**src/rtl/psr_pkg.sv**
```systemverilog
package psr_pkg;
  localparam int FLAG_W  = 8;
  localparam int OP_W    = 4;
  localparam int B_CARRY = 0;
  localparam int B_ZERO  = 1;
  localparam int B_IRQD  = 2;
  localparam int B_DEC   = 3;
  localparam int B_XW    = 4;
  localparam int B_MW    = 5;
  localparam int B_OVF   = 6;
  localparam int B_NEG   = 7;
  localparam logic [FLAG_W-1:0] RESET_FLAGS = 8'h34;

  typedef enum logic [OP_W-1:0] {
    OP_IDLE   = 4'd0,
    OP_CLR_C  = 4'd1,
    OP_CLR_D  = 4'd2,
    OP_CLR_I  = 4'd3,
    OP_CLR_V  = 4'd4,
    OP_SET_C  = 4'd5,
    OP_SET_D  = 4'd6,
    OP_SET_I  = 4'd7,
    OP_MCLR   = 4'd8,
    OP_MSET   = 4'd9,
    OP_SWAPCE = 4'd10,
    OP_PULL   = 4'd11,
    OP_ALUWR  = 4'd12
  } psr_op_e;
endpackage

```
**src/rtl/psr_next_logic.sv**
```systemverilog
module psr_next_logic
  import psr_pkg::*;
(
  input  logic              take,
  input  logic [OP_W-1:0]   op,
  input  logic [FLAG_W-1:0] data,
  input  logic [FLAG_W-1:0] wmask,
  input  logic [FLAG_W-1:0] cur_flags,
  input  logic              cur_emu,
  output logic [FLAG_W-1:0] nxt_flags,
  output logic              nxt_emu
);
  logic [FLAG_W-1:0] raw;
  logic              raw_emu;

  always_comb begin
    raw     = cur_flags;
    raw_emu = cur_emu;
    if (take) begin
      case (op)
        OP_CLR_C:  raw[B_CARRY] = 1'b0;
        OP_CLR_D:  raw[B_DEC]   = 1'b0;
        OP_CLR_I:  raw[B_IRQD]  = 1'b0;
        OP_CLR_V:  raw[B_OVF]   = 1'b0;
        OP_SET_C:  raw[B_CARRY] = 1'b1;
        OP_SET_D:  raw[B_DEC]   = 1'b1;
        OP_SET_I:  raw[B_IRQD]  = 1'b1;
        OP_MCLR:   raw = cur_flags & ~data;
        OP_MSET:   raw = cur_flags | data;
        OP_SWAPCE: begin
          raw[B_CARRY] = cur_emu;
          raw_emu      = cur_flags[B_CARRY];
        end
        OP_PULL:   raw = data;
        OP_ALUWR:  raw = (cur_flags & ~wmask) | (data & wmask);
        default:   raw = cur_flags;
      endcase
    end
  end

  psr_width_guard u_guard (
    .emu_in   (raw_emu),
    .flags_in (raw),
    .flags_out(nxt_flags)
  );
  assign nxt_emu = raw_emu;
endmodule

```
**src/rtl/psr_width_guard.sv**
```systemverilog
module psr_width_guard
  import psr_pkg::*;
(
  input  logic              emu_in,
  input  logic [FLAG_W-1:0] flags_in,
  output logic [FLAG_W-1:0] flags_out
);
  always_comb begin
    flags_out = flags_in;
    if (emu_in) begin
      flags_out[B_XW] = 1'b1;
      flags_out[B_MW] = 1'b1;
    end
  end
endmodule

```
**src/rtl/psr_edge_strobe.sv**
```systemverilog
module psr_edge_strobe (
  input  logic clk,
  input  logic rst_n,
  input  logic cur_bit,
  input  logic nxt_bit,
  output logic pulse
);
  always_ff @(posedge clk) begin
    if (!rst_n) pulse <= 1'b0;
    else        pulse <= nxt_bit & ~cur_bit;
  end
endmodule

```
**src/rtl/cpu_status_reg.sv**
```systemverilog
module cpu_status_reg
  import psr_pkg::*;
(
  input  logic              clk,
  input  logic              rst_n,
  input  logic              cmd_valid,
  output logic              cmd_ready,
  input  logic [OP_W-1:0]   cmd_op,
  input  logic [FLAG_W-1:0] cmd_data,
  input  logic [FLAG_W-1:0] cmd_mask,
  output logic [FLAG_W-1:0] flags,
  output logic              emu,
  output logic              acc_8bit,
  output logic              idx_8bit,
  output logic              idx_hi_clr
);
  logic [FLAG_W-1:0] flags_q, flags_d;
  logic              emu_q, emu_d;
  logic              take;

  assign cmd_ready = 1'b1;
  assign take      = cmd_valid & cmd_ready;

  psr_next_logic u_next (
    .take     (take),
    .op       (cmd_op),
    .data     (cmd_data),
    .wmask    (cmd_mask),
    .cur_flags(flags_q),
    .cur_emu  (emu_q),
    .nxt_flags(flags_d),
    .nxt_emu  (emu_d)
  );

  always_ff @(posedge clk) begin
    if (!rst_n) begin
      flags_q <= RESET_FLAGS;
      emu_q   <= 1'b1;
    end else begin
      flags_q <= flags_d;
      emu_q   <= emu_d;
    end
  end

  psr_edge_strobe u_strobe (
    .clk    (clk),
    .rst_n  (rst_n),
    .cur_bit(flags_q[B_XW]),
    .nxt_bit(flags_d[B_XW]),
    .pulse  (idx_hi_clr)
  );

  assign flags    = flags_q;
  assign emu      = emu_q;
  assign acc_8bit = flags_q[B_MW];
  assign idx_8bit = flags_q[B_XW];


  emu_width_lock_chk: assert property (@(posedge clk) disable iff (!rst_n)
    emu |-> (flags[B_XW] && flags[B_MW]));


  strobe_edge_chk: assert property (@(posedge clk) disable iff (!rst_n)
    idx_hi_clr |-> (idx_8bit && !$past(idx_8bit)));


  swap_ce_chk: assert property (@(posedge clk) disable iff (!rst_n)
    (cmd_valid && cmd_op == OP_SWAPCE) |=> (emu == $past(flags[B_CARRY]) && flags[B_CARRY] == $past(emu)));


  idle_hold_chk: assert property (@(posedge clk) disable iff (!rst_n)
    !cmd_valid |=> ($stable(flags) && $stable(emu)));


  mask_clr_native_chk: assert property (@(posedge clk) disable iff (!rst_n)
    (cmd_valid && cmd_op == OP_MCLR && !emu) |=> ((flags & $past(cmd_data)) == '0));


  mask_set_chk: assert property (@(posedge clk) disable iff (!rst_n)
    (cmd_valid && cmd_op == OP_MSET) |=> ((flags & $past(cmd_data)) == $past(cmd_data)));
endmodule

```
**config.mk**
```make
export PLATFORM = sky130hd
export DESIGN_NAME = cpu_status_reg
export DESIGN_NICKNAME = d
export VERILOG_FILES = /design/src/rtl/psr_pkg.sv /design/src/rtl/psr_next_logic.sv /design/src/rtl/psr_width_guard.sv /design/src/rtl/psr_edge_strobe.sv /design/src/rtl/cpu_status_reg.sv
export SDC_FILE = /design/constraint.sdc
export NUM_CORES = 1
export LEC_CHECK = 0
export ABC_AREA = 0
export BUFFER_PORTS_ARGS = -buffer_cell sky130_fd_sc_hd__clkbuf_2
export CAP_MARGIN = 20
export CELL_PAD_IN_SITES_DETAIL_PLACEMENT = 1
export CELL_PAD_IN_SITES_GLOBAL_PLACEMENT = 2
export CORE_ASPECT_RATIO = 0.5
export CORE_MARGIN = 2
export CORE_UTILIZATION = 25
export CTS_CLUSTER_DIAMETER = 50
export CTS_CLUSTER_SIZE = 8
export DETAILED_ROUTE_END_ITERATION = 8
export PLACE_DENSITY_LB_ADDON = 0.1
export SLEW_MARGIN = 20
export SYNTH_ARGS = -nofsm -noshare
export SYNTH_HDL_FRONTEND = slang
export SYNTH_HIERARCHICAL = 1
export SYNTH_SLANG_ARGS = --single-unit
```
**constraint.sdc**
```tcl
create_clock -name clk -period 1.8 [get_ports clk]
set_input_delay 0.18 -clock clk [delete_from_list [all_inputs] [get_ports clk]]
set_output_delay 0.18 -clock clk [all_outputs]
set_load 0.005 [all_outputs]
```
Word level (Yosys, flattened, before mapping)
Index checks and enable logic that the tools add are counted.
- flip-flop bits (word level): 10
- output and inout bits: 13
- equal/unequal tests: 12
- multiplexer cells: 11
- bitwise operators: 10
- reductions and logical operators: 11
- operator list (operator ; number):
    $and A8 B8 Y8 ; 3
    $eq A4 B4 Y1 const B ; 5
    $eq A4 B3 Y1 const B ; 4
    $not A8 Y8 ; 2
    $or A8 B8 Y8 ; 2
    $pmux W1 S6 ; 2
    $reduce_bool A6 Y1 ; 2
    $reduce_and A2 Y1 ; 5
    $eq A4 B2 Y1 const B ; 2
    $pmux W1 S4 ; 2
    $pmux W2 S4 ; 1
    $pmux W1 S7 ; 1
    $reduce_bool A7 Y1 ; 1
    $mux W5 ; 1
    $pmux W1 S5 ; 1
    $reduce_bool A5 Y1 ; 1
    $eq A4 B1 Y1 const B ; 1
    $reduce_bool A4 Y1 ; 1
    $mux W1 ; 3
    $not A1 Y1 ; 2
    $reduce_or A2 Y1 ; 1
    $and A1 B1 Y1 ; 1

Longest topological paths before layout
Gate-level depths: netlist of run 1.
- word-level depth: 7
- gate-level depth with buffers: 8

Cells and area by module
The synthesis of run 1 kept the hierarchy.
- by module, submodules not included (module ; times used ; cells an instance ; area each (um^2)):
    psr_next_logic ; 1 ; 97 ; 621.8
    cpu_status_reg ; 1 ; 22 ; 262.8
    psr_width_guard ; 1 ; 8 ; 57.6
    psr_edge_strobe ; 1 ; 2 ; 28.8

Least setup slack after synthesis of run 1
OpenSTA, ideal clock, no wires.
- path kind: input port to flip-flop
- start: input port cmd_op[1]
- end: register u_strobe.pulse
- setup time: 0.116 ns
- data arrival time: 1.251 ns
- required time: 1.684 ns
- path slack: 0.433 ns
- stages: 6
- path buffers: 1
- path through: buf_4 -> nor2b_1 -> nand3_1 -> mux2_2 -> or2_1 -> and3b_1
- cells in the longest elaborated chain, start to end: 5
- RTL lines (what ; line ; source):
    start: declaration ; cpu_status_reg.sv:8 ; input logic [OP_W-1:0] cmd_op,
    $eq A4 B4 Y1 ; psr_next_logic.sv:20 ; case (op)
    $mux W1 ; psr_next_logic.sv:20 ;
    $mux W1 ; psr_next_logic.sv:19 ; if (take) begin
    named net emu_d ; cpu_status_reg.sv:18 ; logic emu_q, emu_d;
    $mux W1 ; psr_width_guard.sv:10 ; if (emu_in) begin
    named net flags_d[4] ; cpu_status_reg.sv:17 ; logic [FLAG_W-1:0] flags_q, flags_d;
    $and A1 B1 Y1 ; psr_edge_strobe.sv:10 ; else pulse <= nxt_bit & ~cur_bit;
    end signal: assignment ; psr_edge_strobe.sv:10 ;
    end: declaration ; psr_edge_strobe.sv:6 ; output logic pulse
The timed path passes the listed nets, and every way through them passes these cells.
A chain may end at the register's enable or synchronous reset.

Worst setup path after layout of run 1
- start: input port cmd_op[2]
- end: register u_strobe.pulse
The elaborated chain is that of the path after synthesis.

==> results by group, run 1 <==
Outcome
  – Run status: complete, no violations

Synthesis
  – Share of flip-flops with an asynchronous set or reset: 0%
  – #FFs+latches synth: 10
  – Avg Cell Area, Syn: 7.53 sq um
  – Syn. warnings: 6
  – Cells after Synth: 129
  – Synth unique cells: 45
  – Sequential fraction of the synthesis area: 20.6%
  – Mapped cell area: 971 sq um
  – Syn_nets: 152
  – Predominant post-synthesis flop cell: dfxtp_1
  – Post-synth EDFFs: 0

Floorplan
  – Chip width: 92.1 microns
  – Die span in y: 48.1 microns
  – Initial core utilization: 27.2%
  – Core box area: 3570 sq um
  – I/O pins: 36
  – Num rows: 15
  – Die area: 4430 sq um

Placed design
  – Placer Congestion: 0.715
  – Port Buffers: 34
  – HPWL Detailed: 2360 microns

Clocking
  – Clock sinks: 10
  – Post-CTS Resized: 0
  – Hold_buf cts: 0
  – Bufs on Longest Clock Path: 2
  – CTS tree: yes
  – H-Tree Depth: 1
  – Num CTS Buffers: 3
  – CTS clock-pin slew for the worst setup and hold paths: 50 ps
  – Postcts setup bufs: 0
  – Worst skew pair latency: 240 ps
  – Root Buffer: clkbuf_8

Global route
  – Total gr overflow: 0
  – Vias in the first global route: 967
  – Initial antenna violation count: 0
  – Global-route wire length before repair: 4930 microns
  – All-layer global routing usage: 15.3%
  – Largest net degree at the start of global routing: 15

Timing
  – Max-slew violations: 0
  – Hold WS: 240 ps
  – Max Fclk: 0.679 GHz
  – Layout Skew: 0.384 ps
  – Final setup fails: 0
  – Period utilization: 81.9%
  – Min cycle time layout: 1470 ps
  – RSZ-0062 raised after global routing: no
  – Hold Vio Cnt, Final: 0
  – Setup tns final: 0 ps

Detailed routing
  – Initial DRT Pass Iterations: 4
  – DR DRC count: 0
  – Routed Antenna Nets: 0
  – Vias after detailed routing: 1015
  – Final Routed Wirelength: 2990 microns
  – Vias/cell: 4.86
  – Mean routed wirelength per cell: 14.3 microns
  – Starting DRT DRC Count: 21

Run
  – Max_cap viols: 0

Critical path
  – Worst-path fanout max: 11
  – Kind of critical path: input port to flip-flop
  – R2r setup slk: 500 ps
  – Crit path DAT: 1610 ps
  – Required time worst endpoint: 1940 ps
  – Worst setup SP type: input port
  – CP endpoint kind: flip-flop

Power and ir drop
  – Leakage power: 0.511 nW
  – Maximum vdd drop: 0.160 mV
  – Pwr dens: 584 nW/um^2

Min path
  – Tightest Hold Check Type: input port to flip-flop

Finish
  – Area Overhead vs Synth: 23.3%
  – # nets final: 182
  – Commonest non-fill, non-tap cell in the layout: clkbuf_2
  – Ratio of cells with drive above 1 in the final layout: 33.5%
  – Most frequent cells in the layout: clkbuf_2, nand2_1, dfxtp_1, a21oi_1
  – Antenna diodes: 0
==> cell usage after synthesis, types with 2 or more instances <==
cell type	n	area, sq um
a21oi_1	10	50.1
nor2b_1	5	31.3
nand2_1	14	52.6
nand2b_1	8	50.1
and2_1	5	31.3
o2bb2ai_1	3	26.3
nor2_1	2	7.51
o21ai_0	3	15.0
nand3_1	3	15.0
a32o_1	3	30.0
dfxtp_1	10	200
inv_1	6	22.5
buf_4	11	82.6
or2_1	2	12.5
nor3b_1	2	15.0
clkbuf_1	2	7.51
o22ai_1	8	50.1
buf_2	2	10.0
mux2_2	3	33.8
buf_6	2	22.5
==> path summary, 6_finish.rpt <==
kind         cells past startpoint  startpoint             end
min reg2reg                      1    flags[4]  u_strobe/pulse
min                              2       rst_n        flags[4]
max                              6   cmd_op[2]  u_strobe/pulse
max reg2reg                      5    flags[2]        flags[2]
==> metrics by stage <==
stage	power, mW	util [%]	area, sq um	setup slack [ps]	cells
after global routing	0.753	33.6	1200	255	209
final	0.700	33.6	1200	327	209
after CTS	0.718	33.6	1200	357	209
after floorplan	0.350	-	971	433	129
after global placement	0.410	32.0	1140	70.9	205
after detailed placement	0.409	32.0	1140	101	205
==> registers in the layout, summed over array words and instances (netlist names) <==
signal	flops
flags	8
emu	1
u_strobe/pulse	1
==> worst max-delay path: stages <==
cell	delay, ps
clkbuf_2	180
nor2b_1	330
nand3_1	180
mux2_2	320
or2_1	240
and3b_1	180
==> cell families (layout without fill, tap and decap cells) <==
family	count (synthesis)	after routing	synth area share (%)
other	1	1	0.386
AOI/OAI and AO/OA	41	41	29.3
DFF	10	10	20.6
xor gates and xnor gates	1	1	0.902
buffers and inverters	23	52	14.9
muxes	3	3	3.48
and+or+nand+nor	50	50	30.4
==> report_power, final <==
group | total (mW) | leakage (nW) | internal, mW | switching, mW
Combinational | 0.172 | 0.401 | 0.0793 | 0.0925
Sequential | 0.231 | 0.0811 | 0.227 | 0.00407
Clock | 0.297 | 0.0288 | 0.193 | 0.104
Total | 0.700 | 0.511 | 0.500 | 0.200
==> per-layer routing <==
layer  vias to the layer above  global-route usage (%)  part of all wire, %
met2                        20                    23.7                   40
li1                        518                       -                    -
met4                         0                    5.37                 0.57
met1                       475                    20.8                   54
met5                         -                       0                    0
met3                         2                    4.72                  5.3
==> cell type report <==
cell class / instances / area (sq um)
Inverter: 6 / 22.5
Multi-Input combinational cell: 96 / 626
Timing Repair Buffer: 42 / 230
Clock buffer: 4 / 55.1
Fill cell: 477 / 2370
Tap cell: 51 / 63.8
Sequential cell: 10 / 200
Power figures use the tool's default switching activity.
==> run 2: changes to the inputs <==
ABC_AREA = 1   (was 0)
CORE_UTILIZATION = 21   (was 25)
clock period = 1.3 ns   (was 1.8 ns; I/O delays follow)
==> run 2 against run 1 <==
  * Synthesized area up 5.5%
  * Clock skew up 3.4 ps
  * Combinational power rose by 65%
  * Register-to-register slack worse by 380 ps
  * Non-clock buffer count up 14
  * Sequential power grew 42%
  * Flip-flop and latch count did not move
  * Design area grew 19%
  * Final cell count up 44%
  * Core utilization down 2.4 points
  * Worst setup slack got worse by 200 ps
  * Total power grew 37%
  * Largest cell class unchanged
  * Largest power group unchanged
  * Highest routed layer unchanged
==> results by group, run 2 <==
Outcome
  – Run status: complete, no violations (unchanged)

Power and ir drop
  – Part of the power in registers: 34.4% (was 33.0%)
  – Clock power frac: 36.0% (was 42.5%)
  – Sw Ratio: 32.1% (was 28.6%)
  – NetSw: 0.307 mW (was 0.200 mW)
  – Pwr Total: 0.956 mW (was 0.700 mW)
  – Combinational Power Share: 29.7% (was 24.6%)
  – Internal: 0.649 mW (was 0.500 mW)
  – Pwr dens: 673 nW/um^2 (was 584 nW/um^2)
  – Leakage power: 0.858 nW (was 0.511 nW)
  – Maximum vdd drop: 0.273 mV (was 0.160 mV)

Placed design
  – Dpl cells: 297 (was 205)
  – Placer Congestion: 0.776 (was 0.715)
  – Pre-CTS setup slack: -151 ps (was 101 ps)
  – Area post-placement: 1360 sq um (was 1140 sq um)
  – Port Buffers: 34 (unchanged)
  – HPWL Detailed: 2870 microns (was 2360 microns)

Global route
  – Initial antenna violation count: 0 (unchanged)
  – Vias in the first global route: 1213 (was 967)
  – All-layer global routing usage: 13.9% (was 15.3%)
  – Global-route wire length before repair: 5630 microns (was 4930 microns)
  – Largest net degree at the start of global routing: 11 (was 15)
  – Total gr overflow: 0 (unchanged)

Floorplan
  – Chip width: 103 microns (was 92.1 microns)
  – Die span in y: 53.4 microns (was 48.1 microns)
  – Core box area: 4550 sq um (was 3570 sq um)
  – I/O pins: 36 (unchanged)
  – Initial core utilization: 22.5% (was 27.2%)
  – Die area: 5490 sq um (was 4430 sq um)
  – Num rows: 17 (was 15)

Synthesis
  – Post-synth EDFFs: 0 (unchanged)
  – Cell taking the most area after synthesis: nand2_1 (was dfxtp_1)
  – Simple-gate share of the synthesized area: 47.3% (was 30.4%)
  – Mux cell area share after synthesis: 0.977% (was 3.48%)
  – Avg Cell Area, Syn: 5.48 sq um (was 7.53 sq um)
  – Syn_nets: 210 (was 152)
  – Largest family of logic cells by synthesized area: simple AND/OR/NAND/NOR gates (unchanged)
  – Syn. warnings: 6 (unchanged)
  – Post-synth top area share: 24.5% (was 20.6%)
  – Post-Synth Adder-Cell Area: 0% (unchanged)
  – Complex-gate fraction of the synthesized area: 11.5% (was 29.3%)
  – Count leader, synth: nand2_1 (unchanged)
  – Share of flip-flops with an asynchronous set or reset: 0% (unchanged)
  – Synth Area in XOR/XNOR: 0% (was 0.902%)
  – Predominant post-synthesis flop cell: dfxtp_1 (unchanged)
  – Synth top area cells: nand2_1, dfxtp_1, inv_1, buf_4, nor2_1 (was dfxtp_1, buf_4, nand2_1, a21oi_1, nand2b_1)
  – Synth unique cells: 21 (was 45)
  – Mapped cell area: 1020 sq um (was 971 sq um)
  – Commonest cells in the netlist: nand2_1, inv_1, nor2_1 (was nand2_1, buf_4, a21oi_1, dfxtp_1)
  – Sequential fraction of the synthesis area: 19.5% (was 20.6%)
  – #FFs+latches synth: 10 (unchanged)
  – Cells after Synth: 187 (was 129)

Finish
  – Area occupied by multi-input gates: 623 sq um (was 626 sq um)
  – Number of flip-flops in the largest register: 8 (unchanged)
  – Ratio of cells with drive above 1 in the final layout: 31.1% (was 33.5%)
  – Finished Cell Area: 1420 sq um (was 1200 sq um)
  – Sequential cell area: 204 sq um (was 200 sq um)
  – Post-layout util: 31.2% (was 33.6%)
  – Commonest non-fill, non-tap cell in the layout: nand2_1 (was clkbuf_2)
  – # nets final: 260 (was 182)
  – Antenna diodes: 0 (unchanged)
  – Most frequent cells in the layout: nand2_1, clkbuf_2, inv_1 (was clkbuf_2, nand2_1, dfxtp_1, a21oi_1)
  – Area Overhead vs Synth: 38.7% (was 23.3%)
  – Non-Filler Instances: 301 (was 209)
  – Filler instances: 632 (was 477)

Detailed routing
  – Metal3 WL: 120 microns (was 158 microns)
  – Starting DRT DRC Count: 27 (was 21)
  – Vias after detailed routing: 1210 (was 1015)
  – Metal-1 WL: 1870 microns (was 1630 microns)
  – Max layer used: met4 (unchanged)
  – DR DRC count: 0 (unchanged)
  – Metal2 WL: 1400 microns (was 1190 microns)
  – Final Routed Wirelength: 3390 microns (was 2990 microns)
  – Vias/cell: 4.02 (was 4.86)
  – Routed Antenna Nets: 0 (unchanged)
  – Initial DRT Pass Iterations: 3 (was 4)
  – Mean routed wirelength per cell: 11.3 microns (was 14.3 microns)

Clocking
  – CTS tree: yes (unchanged)
  – Hold_buf cts: 0 (unchanged)
  – Num CTS Buffers: 3 (unchanged)
  – H-Tree Depth: 1 (unchanged)
  – CTS clock-pin slew for the worst setup and hold paths: 60 ps (was 50 ps)
  – Clock sinks: 10 (unchanged)
  – Root Buffer: clkbuf_8 (unchanged)
  – Bufs on Longest Clock Path: 2 (unchanged)
  – Worst skew pair latency: 240 ps (about the same)

Timing
  – Max-slew violations: 0 (unchanged)
  – Min cycle time layout: 1180 ps
  – Period utilization: 90.4%
  – Layout Skew: 3.77 ps (was 0.384 ps)
  – Setup tns final: 0 ps (unchanged)
  – Hold WS: 216 ps (was 240 ps)
  – Final WS setup: 124 ps (was 327 ps)
  – Final setup fails: 0 (unchanged)
  – Hold Vio Cnt, Final: 0 (unchanged)
  – RSZ-0062 raised after global routing: no (unchanged)
  – Max Fclk: 0.851 GHz

Critical path
  – CP Cell Sequence: or2_4, nand2_1, nand2_1, nor2_1, nand3_1, nand2_1, inv_1, nand2_1, inv_1 (was clkbuf_2, nor2b_1, nand3_1, mux2_2, or2_1, and3b_1)
  – CP endpoint kind: flip-flop (unchanged)
  – Worst-path fanout max: 4 (was 11)
  – Worst setup SP type: flip-flop (was input port)
  – Slowest stage delay, CP: 350 ps (was 330 ps)
  – Required time worst endpoint: 1440 ps (was 1940 ps)
  – CP dominant cell by count: nand2_1
  – Slowest stage cell on the critical path: dfxtp_4 (was nor2b_1)
  – Kind of critical path: flip-flop to flip-flop (was input port to flip-flop)
  – Crit path DAT: 1320 ps (was 1610 ps)

Run
  – Max_cap viols: 0 (unchanged)

Min path
  – Tightest Hold Check Type: input port to flip-flop (unchanged)
-- run 2: path summary, 6_finish.rpt --
path | startpoint | to | slack (ps) | cells past startpoint
setup / recovery | flags[0] | flags[0] | 120 | 9
hold reg to reg | flags[4] | u_strobe/pulse | 480 | 1
hold / removal | rst_n | emu | 220 | 2
setup reg to reg | flags[0] | flags[0] | 120 | 9
-- run 2: cell families after synthesis --
logic type / Yosys count
and+or+nand+nor: 110
AOI/OAI and AO/OA: 22
muxes: 1
other: 1
DFF: 10
buffers and inverters: 43
-- run 2: worst max-delay path, delay by kind of cell (launching register included) --
family,cells,cell delay (ps)
flops,1,350
simple gates,7,660
buf+inv,2,70
-- run 2: area by class of cell --
cell class / instances / share of cell area [%]
clock buffer: 3 / 2.90
tap: 66 / 5.81
timing repair buffer: 56 / 24.5
inverter: 32 / 8.63
sequential: 10 / 14.3
multi-input combinational: 134 / 43.8
-- run 2: power groups by stage --
stage / Combinational [mW] / Sequential [mW] / Clock, mW
CTS: 0.285 / 0.330 / 0.380
global placement: 0.281 / 0.337 / 0
finish: 0.284 / 0.329 / 0.344
global route: 0.331 / 0.331 / 0.391
floorplan: 0.164 / 0.336 / 0
detailed placement: 0.283 / 0.336 / 0
-- run 2: layer usage --
| layer | global-route usage (%) | vias to the layer above |
|---|---|---|
| met4 | 1.97 | 0 |
| met5 | 0 | - |
| met2 | 22.4 | 19 |
| met1 | 18.9 | 530 |
| met3 | 3.83 | 2 |
| li1 | - | 659 |
-- run 2: what timing repair did --
item | CTS | global route
setup endpoints to repair | 0 | 3
gates resized for setup | 0 | 5
buffers inserted | 0 | 1
==> run 3: changes to the inputs <==
PLACE_DENSITY = 0.76   (was unset)
PLACE_DENSITY_LB_ADDON = unset   (was 0.1)
SLEW_MARGIN = unset   (was 20)
==> run 3 against run 2 <==
  * Sequential power is essentially flat
  * Core utilization fell by 0.16 points
  * Critical path type unchanged
  * Critical endpoint unchanged
  * Critical path depth unchanged
  * Via count up 0.99%
  * Largest cell class unchanged
  * Flip-flop and latch count unchanged
  * Total power is 6.2% higher
  * Clock skew down 3.0 ps
==> results by group, run 3 (synthesis results as in run 2) <==
Placed design
  – HPWL Detailed: 2800 microns (was 2870 microns)
  – Placer Congestion: 0.783 (was 0.776)
  – Pre-CTS setup slack: -35.1 ps (was -151 ps)
  – Port Buffers: 34 (unchanged)

Clocking
  – CTS clock-pin slew for the worst setup and hold paths: 50 ps (was 60 ps)
  – Worst skew pair latency: 240 ps (about the same)
  – Root Buffer: clkbuf_8 (unchanged)
  – Clock sinks: 10 (unchanged)
  – H-Tree Depth: 1 (unchanged)
  – CTS tree: yes (unchanged)
  – Post-CTS Resized: 0 (unchanged)
  – Postcts setup bufs: 0 (unchanged)
  – Hold_buf cts: 0 (unchanged)
  – Num CTS Buffers: 3 (unchanged)
  – Bufs on Longest Clock Path: 2 (unchanged)

Floorplan
  – Die area: 5490 sq um (unchanged)
  – I/O pins: 36 (unchanged)
  – Initial core utilization: 22.5% (unchanged)
  – Num rows: 17 (unchanged)
  – Core box area: 4550 sq um (unchanged)
  – Chip width: 103 microns (unchanged)
  – Die span in y: 53.4 microns (unchanged)

Critical path
  – CP Cell Sequence: or2_2, nand2_1, nand2_1, nor2_1, nand3_1, nand2_1, inv_1, nand2_1, inv_1 (was or2_4, nand2_1, nand2_1, nor2_1, nand3_1, nand2_1, inv_1, nand2_1, inv_1)
  – CP endpoint kind: flip-flop (unchanged)
  – R2R depth: 9 (unchanged)
  – Crit path DAT: 1310 ps (was 1320 ps)
  – Slowest stage cell on the critical path: dfxtp_1 (was dfxtp_4)
  – R2r setup slk: 130 ps (was 120 ps)
  – Worst-path fanout max: 4 (unchanged)
  – Slowest stage delay, CP: 330 ps (was 350 ps)
  – Kind of cell adding the most delay to the critical path: simple AND/OR/NAND/NOR gates (unchanged)
  – CP dominant cell by count: nand2_1 (unchanged)
  – Kind of critical path: flip-flop to flip-flop (unchanged)
  – Worst setup SP type: flip-flop (unchanged)
  – CP Buf/Inv Count: 2 (unchanged)
  – RR Startpoint: flags[0] (unchanged)
  – R2R Path End: flags[0] (unchanged)
  – Required time worst endpoint: 1440 ps (about the same)

Detailed routing
  – Routed Antenna Nets: 0 (unchanged)
  – DR DRC count: 0 (unchanged)
  – Starting DRT DRC Count: 17 (was 27)
  – Initial DRT Pass Iterations: 4 (was 3)
  – Final Routed Wirelength: 3290 microns (was 3390 microns)
  – Mean routed wirelength per cell: 11.0 microns (was 11.3 microns)
  – Vias after detailed routing: 1222 (was 1210)
  – Vias/cell: 4.09 (was 4.02)

Timing
  – Final WS setup: 133 ps (was 124 ps)
  – Final setup fails: 0 (unchanged)
  – Min cycle time layout: 1170 ps (was 1180 ps)
  – Period utilization: 89.8% (was 90.4%)
  – Hold Vio Cnt, Final: 0 (unchanged)
  – Layout Skew: 0.748 ps (was 3.77 ps)
  – Max Fclk: 0.857 GHz (was 0.851 GHz)
  – RSZ-0062 raised after global routing: no (unchanged)
  – Max-slew violations: 0 (unchanged)
  – Setup tns final: 0 ps (unchanged)

Finish
  – Number of flip-flops in the largest register: 8 (unchanged)
  – Antenna diodes: 0 (unchanged)
  – Most frequent cells in the layout: nand2_1, clkbuf_2, inv_1 (unchanged)
  – Filler instances: 644 (was 632)
  – Ratio of cells with drive above 1 in the final layout: 29.6% (was 31.1%)
  – # nets final: 257 (was 260)
  – Commonest non-fill, non-tap cell in the layout: nand2_1 (unchanged)
  – Area Overhead vs Synth: 38.0% (was 38.7%)

Global route
  – Largest net degree at the start of global routing: 11 (unchanged)
  – Global-route wire length before repair: 5280 microns (was 5630 microns)
  – All-layer global routing usage: 12.9% (was 13.9%)
  – Total gr overflow: 0 (unchanged)
  – Vias in the first global route: 1144 (was 1213)
  – Initial antenna violation count: 0 (unchanged)

Run
  – Max_cap viols: 0 (unchanged)

Min path
  – Tightest Hold Check Type: input port to flip-flop (unchanged)
  – Min-delay src: rst_n (unchanged)
  – WHS Endpoint: flags[5] (was emu)
  – Hold path cells: 2 (unchanged)

Outcome
  – Run status: complete, no violations (unchanged)

Power and ir drop
  – Pwr dens: 718 nW/um^2 (was 673 nW/um^2)
  – Maximum vdd drop: 0.326 mV (was 0.273 mV)
  – Leakage power: 0.850 nW (was 0.858 nW)
==> run 3: cell count changes in the layout (fill, tap and decap cells not counted), sizes merged <==
cell and delta:
buf -3, clkbuf +1
==> run 3: routing by layer <==
metal	vias to the layer above	track usage (%)	wire length, microns
met1	542	16.8	1700
met5	-	0	0
met2	23	21.9	1440
met3	2	2.91	121
met4	0	2.63	29
li1	655	-	-
==> run 3: worst max-delay path by stage <==
stage	slack [ps]	cells after the start	start	end
3_3_place_gp	0.08	12	cmd_op[2]	u_strobe/pulse
6_report	130	9	flags[0]	flags[0]
2_1_floorplan	90	10	flags[0]	flags[0]
4_1_cts	110	9	flags[0]	flags[0]
5_1_grt	10	9	flags[0]	flags[0]
3_5_place_dp	-40	13	cmd_op[2]	u_strobe/pulse
==> run 3: report_power, final <==
group          internal [mW]  leakage (nW)  switching (mW)
sequential             0.319        0.0815          0.0114
clock                  0.268        0.0288           0.138
combinational          0.123         0.740           0.157
==> run 3: final cells by class <==
class                   instances  area [sq um]  share of cell area, %
inverters                      32           123                   8.67
repair buffers                 53           338                   23.9
multi-input cells             134           616                   43.5
flip-flops and latches         10           200                   14.2
well taps                      66          82.6                   5.84
clock buffers                   4          55.1                   3.89
==> run 3: stage by stage <==
| step | hold WS (ps) | instances | utilization, % | area, sq um | power, mW |
|---|---|---|---|---|---|
| floorplan | 265 | 187 | - | 1020 | 0.500 |
| global placement | 449 | 295 | 29.9 | 1360 | 0.614 |
| detailed placement | 465 | 295 | 29.9 | 1360 | 0.619 |
| CTS | 217 | 299 | 31.1 | 1410 | 1.04 |
| global route | 240 | 299 | 31.1 | 1410 | 1.09 |
| finish | 205 | 299 | 31.1 | 1410 | 1.02 |
